`config.mk`:
```
export PLATFORM = sky130hd
export DESIGN_NAME = view_route_adapter
export DESIGN_NICKNAME = d
export VERILOG_FILES = /design/src/rtl/view_route_pkg.sv /design/src/rtl/view_cfg_reg.sv /design/src/rtl/view_lane_map.sv /design/src/rtl/view_bank_xbar.sv /design/src/rtl/view_route_adapter.sv
export SDC_FILE = /design/constraint.sdc
export NUM_CORES = 1
export LEC_CHECK = 0
export BUFFER_PORTS_ARGS = -buffer_cell sky130_fd_sc_hd__buf_2
export CORE_MARGIN = 2
export CORE_UTILIZATION = 55
export CTS_CLUSTER_SIZE = 12
export DETAILED_ROUTE_END_ITERATION = 10
export PLACE_DENSITY = 0.87
export SLEW_MARGIN = 20
export SYNTH_ARGS = -nofsm -noshare
export SYNTH_HDL_FRONTEND = slang
export SYNTH_SLANG_ARGS = --single-unit
```
`constraint.sdc`:
```
create_clock -name clk_i -period 4 [get_ports clk_i]
set_input_delay 0.2 -clock clk_i [delete_from_list [all_inputs] [get_ports clk_i]]
set_output_delay 0.2 -clock clk_i [all_outputs]
set_load 0.005 [all_outputs]
```
`src/rtl/view_route_pkg.sv`:
```
package view_route_pkg;
  typedef enum logic [1:0] {
    VM_SUFFIX = 2'd0,
    VM_SHIFT  = 2'd1,
    VM_SHRINK = 2'd2,
    VM_RSVD   = 2'd3
  } view_mode_e;
endpackage

```
`src/rtl/view_cfg_reg.sv`:
```
module view_cfg_reg
  import view_route_pkg::*;
#(
  parameter int IW = 4
) (
  input  logic          clk_i,
  input  logic          rst_ni,
  input  logic          we_i,
  input  logic [1:0]    mode_i,
  input  logic [IW-1:0] base_i,
  output view_mode_e    mode_o,
  output logic [IW-1:0] base_o
);
  always_ff @(posedge clk_i or negedge rst_ni) begin
    if (!rst_ni) begin
      mode_o <= VM_SUFFIX;
      base_o <= '0;
    end else if (we_i) begin
      mode_o <= view_mode_e'(mode_i);
      base_o <= base_i;
    end
  end

  AST_CFG_HOLD: assert property (@(posedge clk_i) disable iff (!rst_ni)
    !we_i |=> ($stable(mode_o) && $stable(base_o)));
  AST_CFG_LOAD: assert property (@(posedge clk_i) disable iff (!rst_ni)
    we_i |=> (base_o == $past(base_i)));
endmodule

```
`src/rtl/view_lane_map.sv`:
```
module view_lane_map
  import view_route_pkg::*;
#(
  parameter int NUM_BANKS  = 4,
  parameter int BANK_DEPTH = 3,
  parameter int SHRINK     = 2,
  parameter int LANE       = 0,
  parameter int IW         = 4,
  parameter int AW         = 2,
  parameter int NBW        = 2
) (
  input  view_mode_e     mode_i,
  input  logic [IW-1:0]  base_i,
  input  logic           vld_i,
  input  logic [IW-1:0]  idx_i,
  output logic [NBW-1:0] bank_o,
  output logic [AW-1:0]  addr_o,
  output logic           en_o,
  output logic           oor_o
);
  localparam int SW    = IW + NBW + 1;
  localparam int WORDS = NUM_BANKS * BANK_DEPTH;
  localparam int G     = NUM_BANKS / SHRINK;
  localparam int GW    = $clog2(G);
  localparam logic [NBW-1:0] SLOT = NBW'(LANE % G);
  localparam bit IN_SHRINK = (LANE < G);

  logic [SW-1:0]  phys;
  logic [NBW-1:0] own_bank;

  assign own_bank = idx_i[NBW-1:0];

  always_comb begin
    unique case (mode_i)
      VM_SUFFIX: begin
        // aligned base: bank is hard-wired to the index low bits
        phys   = (SW'(base_i) << NBW) + SW'(idx_i);
        bank_o = own_bank;
      end
      VM_SHRINK: begin
        // lane picks among its SHRINK banks: slot fixed, group from index
        phys   = SW'(idx_i);
        bank_o = ((own_bank >> GW) << GW) | SLOT;
      end
      default: begin
        phys   = SW'(base_i) + SW'(idx_i);
        bank_o = phys[NBW-1:0];
      end
    endcase
  end

  assign addr_o = AW'(phys >> NBW);
  assign oor_o  = (phys >= SW'(WORDS));
  assign en_o   = vld_i && !oor_o && ((mode_i != VM_SHRINK) || IN_SHRINK);
endmodule

```
`src/rtl/view_bank_xbar.sv`:
```
module view_bank_xbar #(
  parameter int NUM_BANKS = 4,
  parameter int LANES     = 4,
  parameter int AW        = 2,
  parameter int NBW       = 2,
  parameter int LW        = 2
) (
  input  logic [LANES-1:0]              lane_en_i,
  input  logic [LANES-1:0][NBW-1:0]     lane_bank_i,
  input  logic [LANES-1:0][AW-1:0]      lane_addr_i,
  output logic [NUM_BANKS-1:0]          bank_en_o,
  output logic [NUM_BANKS-1:0][AW-1:0]  bank_addr_o,
  output logic [NUM_BANKS-1:0][LW-1:0]  bank_lane_o,
  output logic                          conflict_o
);
  always_comb begin
    bank_en_o   = '0;
    bank_addr_o = '0;
    bank_lane_o = '0;
    conflict_o  = 1'b0;
    for (int b = 0; b < NUM_BANKS; b++) begin
      for (int l = 0; l < LANES; l++) begin
        if (lane_en_i[l] && (lane_bank_i[l] == NBW'(b))) begin
          if (!bank_en_o[b]) begin
            bank_en_o[b]   = 1'b1;
            bank_addr_o[b] = lane_addr_i[l];
            bank_lane_o[b] = LW'(l);
          end else if (lane_addr_i[l] != bank_addr_o[b]) begin
            conflict_o = 1'b1;
          end
        end
      end
    end
  end
endmodule

```
`src/rtl/view_route_adapter.sv`:
```
module view_route_adapter
  import view_route_pkg::*;
#(
  parameter int NUM_BANKS  = 4,
  parameter int BANK_DEPTH = 3,
  parameter int SHRINK     = 2,
  parameter int LANES      = NUM_BANKS,
  parameter int IW         = $clog2(NUM_BANKS * BANK_DEPTH),
  parameter int AW         = $clog2(BANK_DEPTH),
  parameter int NBW        = $clog2(NUM_BANKS),
  parameter int LW         = $clog2(NUM_BANKS)
) (
  input  logic                     clk_i,
  input  logic                     rst_ni,
  input  logic                     cfg_we_i,
  input  logic [1:0]               cfg_mode_i,
  input  logic [IW-1:0]            cfg_base_i,
  input  logic [LANES-1:0]         lane_vld_i,
  input  logic [LANES*IW-1:0]      lane_idx_i,
  output logic [LANES*NBW-1:0]     lane_bank_o,
  output logic [LANES*AW-1:0]      lane_addr_o,
  output logic [LANES-1:0]         lane_en_o,
  output logic [LANES-1:0]         lane_oor_o,
  output logic [NUM_BANKS-1:0]     bank_en_o,
  output logic [NUM_BANKS*AW-1:0]  bank_addr_o,
  output logic [NUM_BANKS*LW-1:0]  bank_lane_o,
  output logic                     conflict_o
);
  localparam int G = NUM_BANKS / SHRINK;

  view_mode_e    mode_q;
  logic [IW-1:0] base_q;

  logic [LANES-1:0][NBW-1:0]    l_bank;
  logic [LANES-1:0][AW-1:0]     l_addr;
  logic [NUM_BANKS-1:0][AW-1:0] b_addr;
  logic [NUM_BANKS-1:0][LW-1:0] b_lane;

  view_cfg_reg #(.IW(IW)) u_cfg (
    .clk_i (clk_i),
    .rst_ni(rst_ni),
    .we_i  (cfg_we_i),
    .mode_i(cfg_mode_i),
    .base_i(cfg_base_i),
    .mode_o(mode_q),
    .base_o(base_q)
  );

  for (genvar l = 0; l < LANES; l++) begin : g_lane
    view_lane_map #(
      .NUM_BANKS(NUM_BANKS), .BANK_DEPTH(BANK_DEPTH), .SHRINK(SHRINK),
      .LANE(l), .IW(IW), .AW(AW), .NBW(NBW)
    ) u_map (
      .mode_i(mode_q),
      .base_i(base_q),
      .vld_i (lane_vld_i[l]),
      .idx_i (lane_idx_i[l*IW +: IW]),
      .bank_o(l_bank[l]),
      .addr_o(l_addr[l]),
      .en_o  (lane_en_o[l]),
      .oor_o (lane_oor_o[l])
    );
    assign lane_bank_o[l*NBW +: NBW] = l_bank[l];
    assign lane_addr_o[l*AW +: AW]   = l_addr[l];

    AST_SUFFIX_BANK: assert property (@(posedge clk_i) disable iff (!rst_ni)
      (mode_q == VM_SUFFIX && lane_en_o[l])
        |-> (l_bank[l] == lane_idx_i[l*IW +: NBW]));

    if (l >= G) begin : g_idle
      AST_SHRINK_IDLE: assert property (@(posedge clk_i) disable iff (!rst_ni)
        (mode_q == VM_SHRINK) |-> !lane_en_o[l]);
    end
  end

  view_bank_xbar #(
    .NUM_BANKS(NUM_BANKS), .LANES(LANES), .AW(AW), .NBW(NBW), .LW(LW)
  ) u_xbar (
    .lane_en_i  (lane_en_o),
    .lane_bank_i(l_bank),
    .lane_addr_i(l_addr),
    .bank_en_o  (bank_en_o),
    .bank_addr_o(b_addr),
    .bank_lane_o(b_lane),
    .conflict_o (conflict_o)
  );

  for (genvar b = 0; b < NUM_BANKS; b++) begin : g_bank
    assign bank_addr_o[b*AW +: AW] = b_addr[b];
    assign bank_lane_o[b*LW +: LW] = b_lane[b];

    AST_BANK_IN_RANGE: assert property (@(posedge clk_i) disable iff (!rst_ni)
      bank_en_o[b] |-> (int'(b_addr[b]) < BANK_DEPTH));
  end

  // lane l presents index l on every lane
  logic seq_idx;
  always_comb begin
    seq_idx = &lane_vld_i;
    for (int l = 0; l < LANES; l++)
      if (lane_idx_i[l*IW +: IW] != IW'(l)) seq_idx = 1'b0;
  end

  AST_SHIFT_DISJOINT: assert property (@(posedge clk_i) disable iff (!rst_ni)
    (mode_q == VM_SHIFT && seq_idx) |-> !conflict_o);
  AST_CONFLICT_PAIR: assert property (@(posedge clk_i) disable iff (!rst_ni)
    conflict_o |-> ($countones(lane_en_o) >= 2));
endmodule

```
Word level (Yosys, flattened, before mapping):

Cells that the tools add are included.

* bits in registers: 6
* bits in latches: 0
* RAM bits: 0
* ROM bits: 0
* input bits: 29
* logic and storage cells: 183
* memories kept: 0

* add/sub/neg operators: 8
* multiply operators: 0
* divide/modulo/power cells: 0
* $lt $le $gt $ge: 4
* equality and inequality tests: 26
* shift operators: 0
* muxes and demuxes: 112
* bitwise operators: 0
* reductions and logical operators: 31

Operators with widths (count)
* $mux W2: 48
* $mux W1: 56
* $pmux W7 S2: 4
* $add A6 B4 Y7: 4
* $ge A7 B4 Y1 const B: 4
* $ne A2 B2 Y1: 12
* $logic_and A1 B1 Y1: 22
* $add A4 B4 Y5: 4
* $eq A2 B2 Y1 const B: 9
* $pmux W2 S2: 4
* $logic_not A2 Y1: 5
* $eq A2 B1 Y1 const B: 4
* $logic_not A1 Y1: 4
* $ne A2 B2 Y1 const B: 1

Longest topological paths before layout:

Gate-level depths: netlist (run 1).

* depth in word-level cells: 44
* depth in mapped cells: 14
* depth with buffers taken out: 13

Cells and area by module:

From an unflattened synthesis (run 1), not the netlist that was laid out.

* cell total of the unflattened synthesis: 354
* area, all modules: 2712.6 µm²

Modules (own cells, without submodules)
* view_bank_xbar: instances 1, cells an instance 174, area an instance 1151.1 µm², seq. area each 0.0 µm²
* view_lane_map (g_lane[3].u_map): instances 1, cells an instance 44, area an instance 336.6 µm², seq. area each 0.0 µm²
* view_lane_map (g_lane[0].u_map): instances 1, cells an instance 40, area an instance 331.6 µm², seq. area each 0.0 µm²
* view_lane_map (g_lane[2].u_map): instances 1, cells an instance 41, area an instance 321.6 µm², seq. area each 0.0 µm²
* view_lane_map (g_lane[1].u_map): instances 1, cells an instance 42, area an instance 320.3 µm², seq. area each 0.0 µm²
* view_cfg_reg: instances 1, cells an instance 13, area an instance 251.5 µm², seq. area each 150.1 µm²

Worst setup path after synthesis (run 1):

OpenSTA, ideal clock, no wires.

* path type: flip-flop to output port
* start point: register u_cfg.base_o[1]
* end point: output port conflict_o
* data arrival time: 3.140 ns
* data required time: 3.800 ns
* setup slack: 0.660 ns
* cell stages (with the launch flop): 13
* buffers on the path: 1
* cells stage by stage: dfrtp_1 > inv_1 > fa_1 > and3_1 > a31oi_1 > a2111oi_4 > and2_1 > buf_6 > o31ai_2 > o221a_1 > a31o_1 > a2111oi_2 > nand4b_1

* word-level cells in the longest chain between the ends: 44
* elaborated cells on any way between the ends: 142
* those cells by class: add/sub (8); order compare (4); eq/ne (24); mux (76); reduce/logical (30)

Ends and longest elaborated chain
* start, declared: RTL line view_cfg_reg.sv:12 `output logic [IW-1:0] base_o`
* start signal, assigned: RTL line view_cfg_reg.sv:20 `base_o <= base_i;`
* $add A6 B4 Y7 or $add A4 B4 Y5 (tied branches): RTL line view_lane_map.sv:37, view_lane_map.sv:46
* $pmux W7 S2: RTL line view_lane_map.sv:34 `unique case (mode_i)`
* $ge A7 B4 Y1: RTL line view_lane_map.sv:53 `assign oor_o = (phys >= SW'(WORDS));`
* $logic_not A1 Y1: RTL line view_lane_map.sv:54 `assign en_o = vld_i && !oor_o && ((mode_i != VM_SHRINK) || IN_SHRINK);`
* $logic_and A1 B1 Y1: RTL line view_lane_map.sv:54
* $logic_and A1 B1 Y1: RTL line view_bank_xbar.sv:23 `if (lane_en_i[l] && (lane_bank_i[l] == NBW'(b))) begin`
* $mux W2: RTL line view_bank_xbar.sv:23
* $ne A2 B2 Y1: RTL line view_bank_xbar.sv:28 `end else if (lane_addr_i[l] != bank_addr_o[b]) begin`
* [28 not listed]
* $mux W1: RTL line view_bank_xbar.sv:24 `if (!bank_en_o[b]) begin`
* $mux W1: RTL line view_bank_xbar.sv:23
* $mux W1: RTL line view_bank_xbar.sv:28
* $mux W1: RTL line view_bank_xbar.sv:24
* $mux W1: RTL line view_bank_xbar.sv:23
* $mux W1: RTL line view_bank_xbar.sv:28
* $mux W1: RTL line view_bank_xbar.sv:24
* $mux W1 *: RTL line view_bank_xbar.sv:23
* end, declared: RTL line view_route_adapter.sv:27 `output logic conflict_o`

Every way passes the cells marked *; elsewhere a longest branch is shown, timed or not.

Final worst setup path (run 1):

* start point: register u_cfg.base_o[0]
* end point: output port conflict_o

Same word-level chain as after synthesis.

==> results of run 1 <==
final cells by class:
cell class	count	area [sq um]
well taps	70	87.58
fillers	447	1632
clock buffers	3	41.29
inverters	23	86.33
repair buffers	95	536.8
multi-input cells	343	2604
flip-flops and latches	6	152.6
stage by stage:
step | instances | TNS [ns]
floorplan | 401 | 0
global placement | 529 | 0
detailed placement | 529 | 0
CTS | 533 | 0
global route | 540 | -0.07120
finish | 540 | 0
logic make-up after synthesis:
kind of cell | Yosys count | share of synthesized area
AO/OA/AOI/OAI | 115 | 0.3059
XOR/XNOR | 9 | 0.02688
adder cells (fa/ha/maj) | 32 | 0.1570
buffers and inverters | 52 | 0.09769
flip-flops | 6 | 0.05119
multiplexers | 17 | 0.06271
AND/OR/NAND/NOR | 170 | 0.2986
worst paths after layout:
check                                 from               to  slack, ns
max in group asynchronous           rst_ni  u_cfg.base_o[1]       3.50
min                          cfg_mode_i[1]  u_cfg.mode_o[1]       0.21
max                        u_cfg.base_o[0]       conflict_o       0.11
min reg2reg                u_cfg.base_o[3]  u_cfg.base_o[3]       0.60
max reg2reg                u_cfg.mode_o[0]  u_cfg.mode_o[0]       2.67
min in group asynchronous           rst_ni  u_cfg.base_o[2]       0.33
worst max-delay path: cells and delay by family (launching register included):
kind / cells / cell delay (ns)
AOI/OAI and AO/OA: 6 / 1.46
adders and majority gates: 2 / 0.69
buffers and inverters: 3 / 0.52
DFF: 1 / 0.45
and+or+nand+nor: 3 / 0.33
state kept, by name (all words and copies together), names as in the netlist:
name / cells
u_cfg.base_o: 4
u_cfg.mode_o: 2
layout by cell type (no fill, tap or decap), types with 5 or more instances in the layout:
cell	synthesis	layout
nor3_1	19	19
a211oi_1	6	6
a31oi_1	6	6
a21oi_1	10	10
o221ai_1	6	6
inv_1	17	16
o211ai_1	8	8
a21o_1	7	7
xor2_1	5	5
nor4_1	6	6
fa_1	8	8
buf_2	10	73
mux2i_1	10	10
o21ai_0	21	20
nand3_1	18	17
and3_1	7	6
buf_4	11	20
o32ai_1	5	5
or3_1	8	8
ha_1	24	23
nor2_1	39	38
o21a_1	5	5
inv_2	5	6
nand2_1	44	43
o21ai_1	5	6
mux2_2	5	5
what timing repair did:
item | in CTS | in global routing
gates cloned | 0 | 0
endpoints found under the hold margin | 6 | 0
setup endpoints to repair | 1 | 4
hold buffers | 1 | 0
gates resized for setup | 1 | 24
pin swaps | 0 | 16
buffers inserted | 0 | 7
power groups by stage:
stage / Sequential [mW] / Combinational, mW / Clock [mW]
after global placement: 0.0842 / 0.724 / 0
after CTS: 0.0846 / 0.749 / 0.0886
after detailed placement: 0.0851 / 0.744 / 0
after floorplan: 0.0783 / 0.548 / 0
after global routing: 0.0856 / 0.888 / 0.0915
final: 0.0842 / 0.822 / 0.0886
layer usage:
| layer | track usage | vias to the layer above | share of wire |
|---|---|---|---|
| met3 | 0.04000 | 43 | 0.10 |
| met4 | 0.06071 | 0 | 0.025 |
| met1 | 0.3930 | 1607 | 0.40 |
| li1 | - | 1646 | - |
| met5 | 0 | - | 0 |
| met2 | 0.5211 | 251 | 0.47 |
==> flow_summary.yaml, run 1 <==
synthesis:
  ys_seq_elements: 6
  synth_edf_count: 0
  synth_area_leaders: "ha_1, nand2_1, fa_1"
  synth_area_per_cell_sq_um: 7.314
  ys.flop_type: "dfrtp_1"
  synth_fp_nets: 462
  syn-cell-area_sq_um: 2933
  async_reset_ff_frac: 1.000
  ys.warnings.count: 0
  syn_inst: 401
  ys_top_cells_by_count: "nand2_1, nor2_1, ha_1, o21ai_0, nor3_1"
  synth_cell_types: 70
  yosys.area.top_type_share: 0.1024
  synth_area_leader_cell: "ha_1"
  synth_most_common_cell: "nand2_1"
  yosysSeqAreaShare: 0.05119
die:
  io_pins: 74
  core_sq_um: 5140
  die_w_microns: 77.03
  die_area_sq_um: 5933
  start_util: 0.5706
  rows: 26
  die_h_microns: 77.03
grt:
  grt_pass1_vias: 3190
  track_usage: 0.2984
  gr-total-overflow: 0
  antenna_found_initial: 0
  grt_first_pass_wirelength_microns: 15010
  grt_start_max_net_pins: 22
setup_path:
  worst_ep_required_time_ns: 3.80
  crit_fanout: 6
  end_kind: "output port"
  r2r_cells: 2
  cp-start-kind: "flip-flop"
  critPathKind: "reg -> out"
  crit_slowest_cell: "fa_1"
  crit_chain: "ha_4 -> fa_1 -> nand2_1 -> o211ai_1 -> buf_4 -> a2111oi_4 -> buf_4 -> nand2_1 -> o32ai_1 -> a221oi_2 -> a311oi_1 -> a21oi_1 -> nand4b_1 -> buf_2"
  max_stage_delay_ns: 0.50
  critical_path_arrival_ns: 3.69
clock_tree:
  cts_max_level: 1
  numClockSinks: 6
  clock_latency_ns: 0.22
  cts_buffers: 3
  clk_pin_slew_ns: 0.04
  cts_tree: "built"
  clockRootBuffer: "clkbuf_8"
  cts_buffer_depth: 2
sta:
  slew_violations: 0
  max_freq_mhz: 257.3
  final.setup_skew_ns: 0
  hold_viol_final: 0
  fin_ws_ns: 0.1138
  period_minus_slack_ns: 3.886
  relSlewSlack: 0.5560
  worst_pin_slew_ns: 0.6616
  min_period_over_period: 0.9715
  setup_violations: 0
  whs_ns: 0.2073
place:
  port-buffer-count: 73
  gp_congestion: 1.052
  placed_area_sq_um: 3291
  hpwlAfterDp_microns: 7183
  place_ws_ns: 0.2205
power:
  leakage_nw: 1.609
  intPower_mw: 0.4577
  power_frac_seq: 0.085
  fin_total_pwr_mw: 0.9945
  switching_share: 0.5398
  ir_drop_uv: 438.4
  pwr-share-clk: 0.089
  power.switching_mw: 0.5368
  combinationalPowerShare: 0.826
  p_per_area_nw_per_um2: 283.5
job:
  max_cap_violations: 0
detailed_routing:
  drt-initial-drc-count: 443
  drt_wl_total_microns: 9491
  ant_nets: 0
  post_drt_wl_per_cell_microns: 17.58
  vias: 3547
  vias_per_cell: 6.569
  drc_errors: 0
  drtPass1Iterations: 6
min_path:
  hold_depth: 3
  hp-class: "in -> reg"
cells_and_area:
  drive_above_1_share: 0.3085
  area_growth_pct: 19.62
  final_area_sq_um: 3508
  nets: 533
  utilization: 0.6826
  antennaDiodeCount: 0
outcome:
  status: "complete, no violations"
Note: power is estimated with default switching activity, not from simulation.
==> run 2: changes to the inputs <==
--- a/config.mk
+++ b/config.mk
@@ -6,6 +6,7 @@
 export NUM_CORES = 1
 export LEC_CHECK = 0
 export BUFFER_PORTS_ARGS = -buffer_cell sky130_fd_sc_hd__buf_2
+export CORE_ASPECT_RATIO = 2
 export CORE_MARGIN = 2
 export CORE_UTILIZATION = 55
 export CTS_CLUSTER_SIZE = 12
==> run 2 against run 1 <==
  * Worst hold slack worse by 0.020 ns
  * Count of clock-buffer cells in the layout did not move
  * Highest routed layer unchanged
  * Clock skew did not move
  * Sequential cell count unchanged
  * Largest power group unchanged
  * Largest cell class unchanged
==> flow_summary.yaml, run 2 (synthesis gave the netlist of run 1 again) <==
clock_tree:
  numClockSinks: 6
  cts_buffer_depth: 2
  cts_buffers: 3
  cts_tree: "built"
  cts_max_level: 1
  clockRootBuffer: "clkbuf_8"
  clk_pin_slew_ns: 0.03
  clock_latency_ns: 0.22
grt:
  gr-total-overflow: 0
  grt_start_max_net_pins: 38
  grt_first_pass_wirelength_microns: 15930
  grt_pass1_vias: 3391
  antenna_found_initial: 0
  track_usage: 0.3239
die:
  die_h_microns: 107.3
  rows: 37
  core_sq_um: 5139
  io_pins: 74
  die_w_microns: 55.64
  die_area_sq_um: 5968
  start_util: 0.5707
setup_path:
  crit_family: "compound AO/OA/AOI/OAI gates"
  critPathKind: "reg -> out"
  max_stage_delay_ns: 0.48
  end_kind: "output port"
  crit_buf_inv: 2
  crit_fanout: 9
  cp-start-kind: "flip-flop"
  critical_path_arrival_ns: 3.79
  crit_slowest_cell: "dfrtp_2"
  crit_chain: "ha_1 -> fa_1 -> nand2_1 -> o211ai_1 -> buf_4 -> a21oi_2 -> and3_4 -> nor3_1 -> o32ai_1 -> a21boi_0 -> a2111oi_4 -> nand4b_1 -> buf_2"
  worst_ep_required_time_ns: 3.80
sta:
  worst_pin_slew_ns: 0.6875
  max_freq_mhz: 250.4
  setup_violations: 0
  final.setup_skew_ns: 0
  period_minus_slack_ns: 3.994
  hold_viol_final: 0
  whs_ns: 0.1875
  fin_setup_tns_ns: 0
  slew_violations: 0
  min_period_over_period: 0.9986
  relSlewSlack: 0.5386
cells_and_area:
  area_growth_pct: 16.94
  final_common_cell: "buf_2"
  multi_input_area_sq_um: 2581
  drive_above_1_share: 0.2989
  largest_reg_flops: 4
  ff_latch_area_sq_um: 152.6
  final_area_sq_um: 3430
  antennaDiodeCount: 0
  nets: 528
  reg_top3: "u_cfg.base_o x4, u_cfg.mode_o x2"
  final_cell_mix: "buf_2, nand2_1, nor2_1"
  fillers: 454
  top_register: "u_cfg.base_o"
detailed_routing:
  vias_per_cell: 6.769
  ant_nets: 0
  vias: 3540
  post_drt_wl_per_cell_microns: 19.20
  drt_wl_total_microns: 10040
  drc_errors: 0
  drtPass1Iterations: 8
  drt-initial-drc-count: 322
power:
  ir_drop_uv: 323.5
  fin_total_pwr_mw: 0.9891
  p_per_area_nw_per_um2: 288.4
  leakage_nw: 1.581
place:
  port-buffer-count: 73
  gp_congestion: 0.9744
  placed_area_sq_um: 3276
  hpwlAfterDp_microns: 7758
job:
  max_cap_violations: 0
outcome:
  status: "complete, no violations"
min_path:
  hp-class: "in -> reg"
[run 2: worst paths after layout]
path                            startpoint              end  slack, ns  depth (start not counted)
setup reg to reg           u_cfg.base_o[3]  u_cfg.base_o[3]       2.99                          1
max in group asynchronous           rst_ni  u_cfg.base_o[0]       3.52                          2
hold reg to reg            u_cfg.base_o[2]  u_cfg.base_o[2]       0.69                          1
hold / removal               cfg_base_i[1]  u_cfg.base_o[1]       0.19                          3
min in group asynchronous           rst_ni  u_cfg.mode_o[0]       0.33                          2
setup / recovery           u_cfg.base_o[0]       conflict_o      0.006                         13
[run 2: metal layers]
layer  vias to the layer above  share of wire  track usage
met4                         0          0.063       0.2038
met1                      1640           0.34       0.3256
met3                        67          0.053      0.02885
li1                       1630              -            -
met5                         -              0            0
met2                       203           0.54       0.6182
[run 2: power by group]
| group | leakage (nW) | switching, mW | internal (mW) | total [mW] |
|---|---|---|---|---|
| clock network | 0.0216 | 0.0257 | 0.0646 | 0.0903 |
| registers | 0.0694 | 0.0134 | 0.0672 | 0.0806 |
| logic | 1.49 | 0.502 | 0.317 | 0.818 |
[run 2: area by class of cell]
class | instances | area share
inverter | 23 | 0.02517
sequential | 6 | 0.04451
multi-input combinational | 343 | 0.7526
tap | 58 | 0.02116
clock buffer | 3 | 0.01204
timing repair buffer | 90 | 0.1445
[run 2: repair_timing]
item | 4_1_cts | 5_1_grt
setup endpoints to repair | 1 | 3
setup buffers | 0 | 2
hold buffers | 1 | 0
pin swaps | 2 | 5
gates resized for setup | 5 | 14
endpoints found under the hold margin | 6 | 0
[run 2: per-stage QoR]
stage	instances	worst slack, ns	util
3_3_place_gp	517	0.2764	0.6374
6_report	523	0.005772	0.6674
4_1_cts	521	0.03838	0.6521
2_1_floorplan	401	0.6603	-
3_5_place_dp	517	0.2278	0.6374
5_1_grt	523	-0.01891	0.6674
[run 2: tightest hold or removal path, stage by stage]
cell,delay (ns)
buf_2,0.07
nand2_1,0.04
o21ai_0,0.06
==> run 3: changes to the inputs <==
--- a/config.mk
+++ b/config.mk
@@ -6,8 +6,7 @@
 export NUM_CORES = 1
 export LEC_CHECK = 0
 export BUFFER_PORTS_ARGS = -buffer_cell sky130_fd_sc_hd__buf_2
-export CORE_ASPECT_RATIO = 2
-export CORE_MARGIN = 2
+export CORE_ASPECT_RATIO = 0.6
 export CORE_UTILIZATION = 55
 export CTS_CLUSTER_SIZE = 12
 export DETAILED_ROUTE_END_ITERATION = 10
==> run 3 against run 2 <==
  * Sequential power grew 2.5%
  * Maximum frequency grew 2.4%
  * Die area shrank 5.5%
  * Global-route usage grew 2.1 points
  * Count of clock-buffer cells in the layout is the same
  * Clock skew is the same
  * Highest routed layer unchanged
  * Clock power shrank 0.7%
  * Non-clock buffer count grew 11
  * Utilization grew 3.5 points
  * Routed wire length grew 0.51%
  * Worst setup slack gained 0.092 ns
  * Cell area grew 4.5%
==> flow_summary.yaml, run 3 (synthesis gave the netlist of run 1 again) <==
setup_path:
  crit_family: "compound AO/OA/AOI/OAI gates"
  max_stage_delay_ns: 0.51
  worst_ep_required_time_ns: 3.80
  endpoint: "conflict_o"
  rrSetupSlack_ns: 2.94
  r2r_cells: 2
  cp-start-kind: "flip-flop"
  critical_path_arrival_ns: 3.70
  crit_buf_inv: 2
  crit_cells: 13
  crit_slowest_cell: "dfrtp_2"
  rr_startpoint: "u_cfg.base_o[0]"
  end_kind: "output port"
  crit_chain: "ha_1 -> fa_1 -> nor3_1 -> a211oi_1 -> a211o_1 -> or2_4 -> buf_4 -> o41ai_2 -> nor2_1 -> a311oi_2 -> a2111oi_4 -> nand4b_1 -> buf_2"
  timing.rr.end: "u_cfg.base_o[0]"
  crit_path_start: "u_cfg.base_o[0]"
  crit_fanout: 9
  critPathKind: "reg -> out"
grt:
  grt_first_pass_wirelength_microns: 15170
  gr-total-overflow: 0
  grt_pass1_vias: 3153
  grt_start_max_net_pins: 20
  track_usage: 0.3451
  antenna_found_initial: 0
sta:
  worst_pin_slew_ns: 0.6363
  hold_viol_final: 0
  max_freq_mhz: 256.3
  period_minus_slack_ns: 3.902
  whs_ns: 0.1862
  fin_setup_tns_ns: 0
  setup_violations: 0
  fin_ws_ns: 0.09774
  min_period_over_period: 0.9756
  slew_violations: 0
  final.setup_skew_ns: 0
  relSlewSlack: 0.5758
die:
  start_util: 0.5745
  die_area_sq_um: 5638
  rows: 20
  die_h_microns: 58.57
  io_pins: 74
  core_sq_um: 5105
  die_w_microns: 96.27
detailed_routing:
  drt_wl_total_microns: 10090
  drc_errors: 0
  vias_per_cell: 6.727
  post_drt_wl_per_cell_microns: 18.62
  drt-initial-drc-count: 455
  ant_nets: 0
  vias: 3646
  drtPass1Iterations: 8
cells_and_area:
  largest_reg_flops: 4
  area_growth_pct: 22.23
  reg_top3: "u_cfg.base_o x4, u_cfg.mode_o x2"
  antennaDiodeCount: 0
  final_common_cell: "buf_2"
  top_register: "u_cfg.base_o"
  final_cells: 542
  utilization: 0.7022
  final_area_sq_um: 3585
  drive_above_1_share: 0.3256
  nets: 539
  final_cell_mix: "buf_2, nand2_1, nor2_1"
power:
  ir_drop_uv: 286.9
  fin_total_pwr_mw: 1.040
  p_per_area_nw_per_um2: 290.2
  leakage_nw: 1.639
place:
  port-buffer-count: 73
  dp_cells: 529
  hpwlAfterDp_microns: 7645
  placed_area_sq_um: 3316
  gp_congestion: 1.046
  place_ws_ns: 0.1460
min_path:
  hp-class: "in -> reg"
job:
  max_cap_violations: 0
clock_tree:
  cts_buffer_depth: 2
  clk_pin_slew_ns: 0.04
  clockRootBuffer: "clkbuf_8"
  numClockSinks: 6
  cts_buffers: 3
  clock_latency_ns: 0.22
  cts_max_level: 1
  cts_tree: "built"
outcome:
  status: "complete, no violations"
## run 3: cell type report
cell class	count	area, sq um
multi-input combinational	343	2640
fill	400	1520
timing repair buffer	101	578.1
sequential	6	152.6
inverter	23	90.09
tap	66	82.58
clock buffer	3	41.29
## run 3: worst min path at each step
stage,from,end,slack (ns),cells past startpoint
floorplan,rst_ni,u_cfg.base_o[0],-0.1,0
detailed placement,rst_ni,u_cfg.base_o[1],0.03,1
global placement,rst_ni,u_cfg.mode_o[1],0.03,1
global route,cfg_base_i[3],u_cfg.base_o[3],0.22,2
finish,cfg_mode_i[1],u_cfg.mode_o[1],0.19,3
CTS,cfg_mode_i[1],u_cfg.mode_o[1],0.19,3
## run 3: layer usage
| layer | vias to the layer above | global-route usage | routed length, microns | part of all wire |
|---|---|---|---|---|
| met5 | - | 0 | 0 | 0 |
| met4 | 0 | 0.06823 | 197 | 0.020 |
| met3 | 35 | 0.09302 | 1449 | 0.14 |
| met2 | 301 | 0.5137 | 4105 | 0.41 |
| met1 | 1659 | 0.4988 | 4342 | 0.43 |
| li1 | 1651 | - | - | - |
## run 3: worst reg2reg max path: stages, from the launching register on
cell and delay, ns:
dfrtp_2 0.51, buf_4 0.18, mux2_2 0.26
## run 3: repair_timing
item | in CTS | in global routing
buffers inserted | 0 | 9
pin swaps | 1 | 14
gates resized for setup | 4 | 26
endpoints found under the hold margin | 6 | 0
hold buffers | 1 | 0
setup endpoints to repair | 1 | 3
## run 3: report_power, final
part	switching [mW]	leakage, nW	internal [mW]
logic	0.521	1.55	0.347
registers	0.0155	0.0694	0.0672
clock network	0.0251	0.0216	0.0646
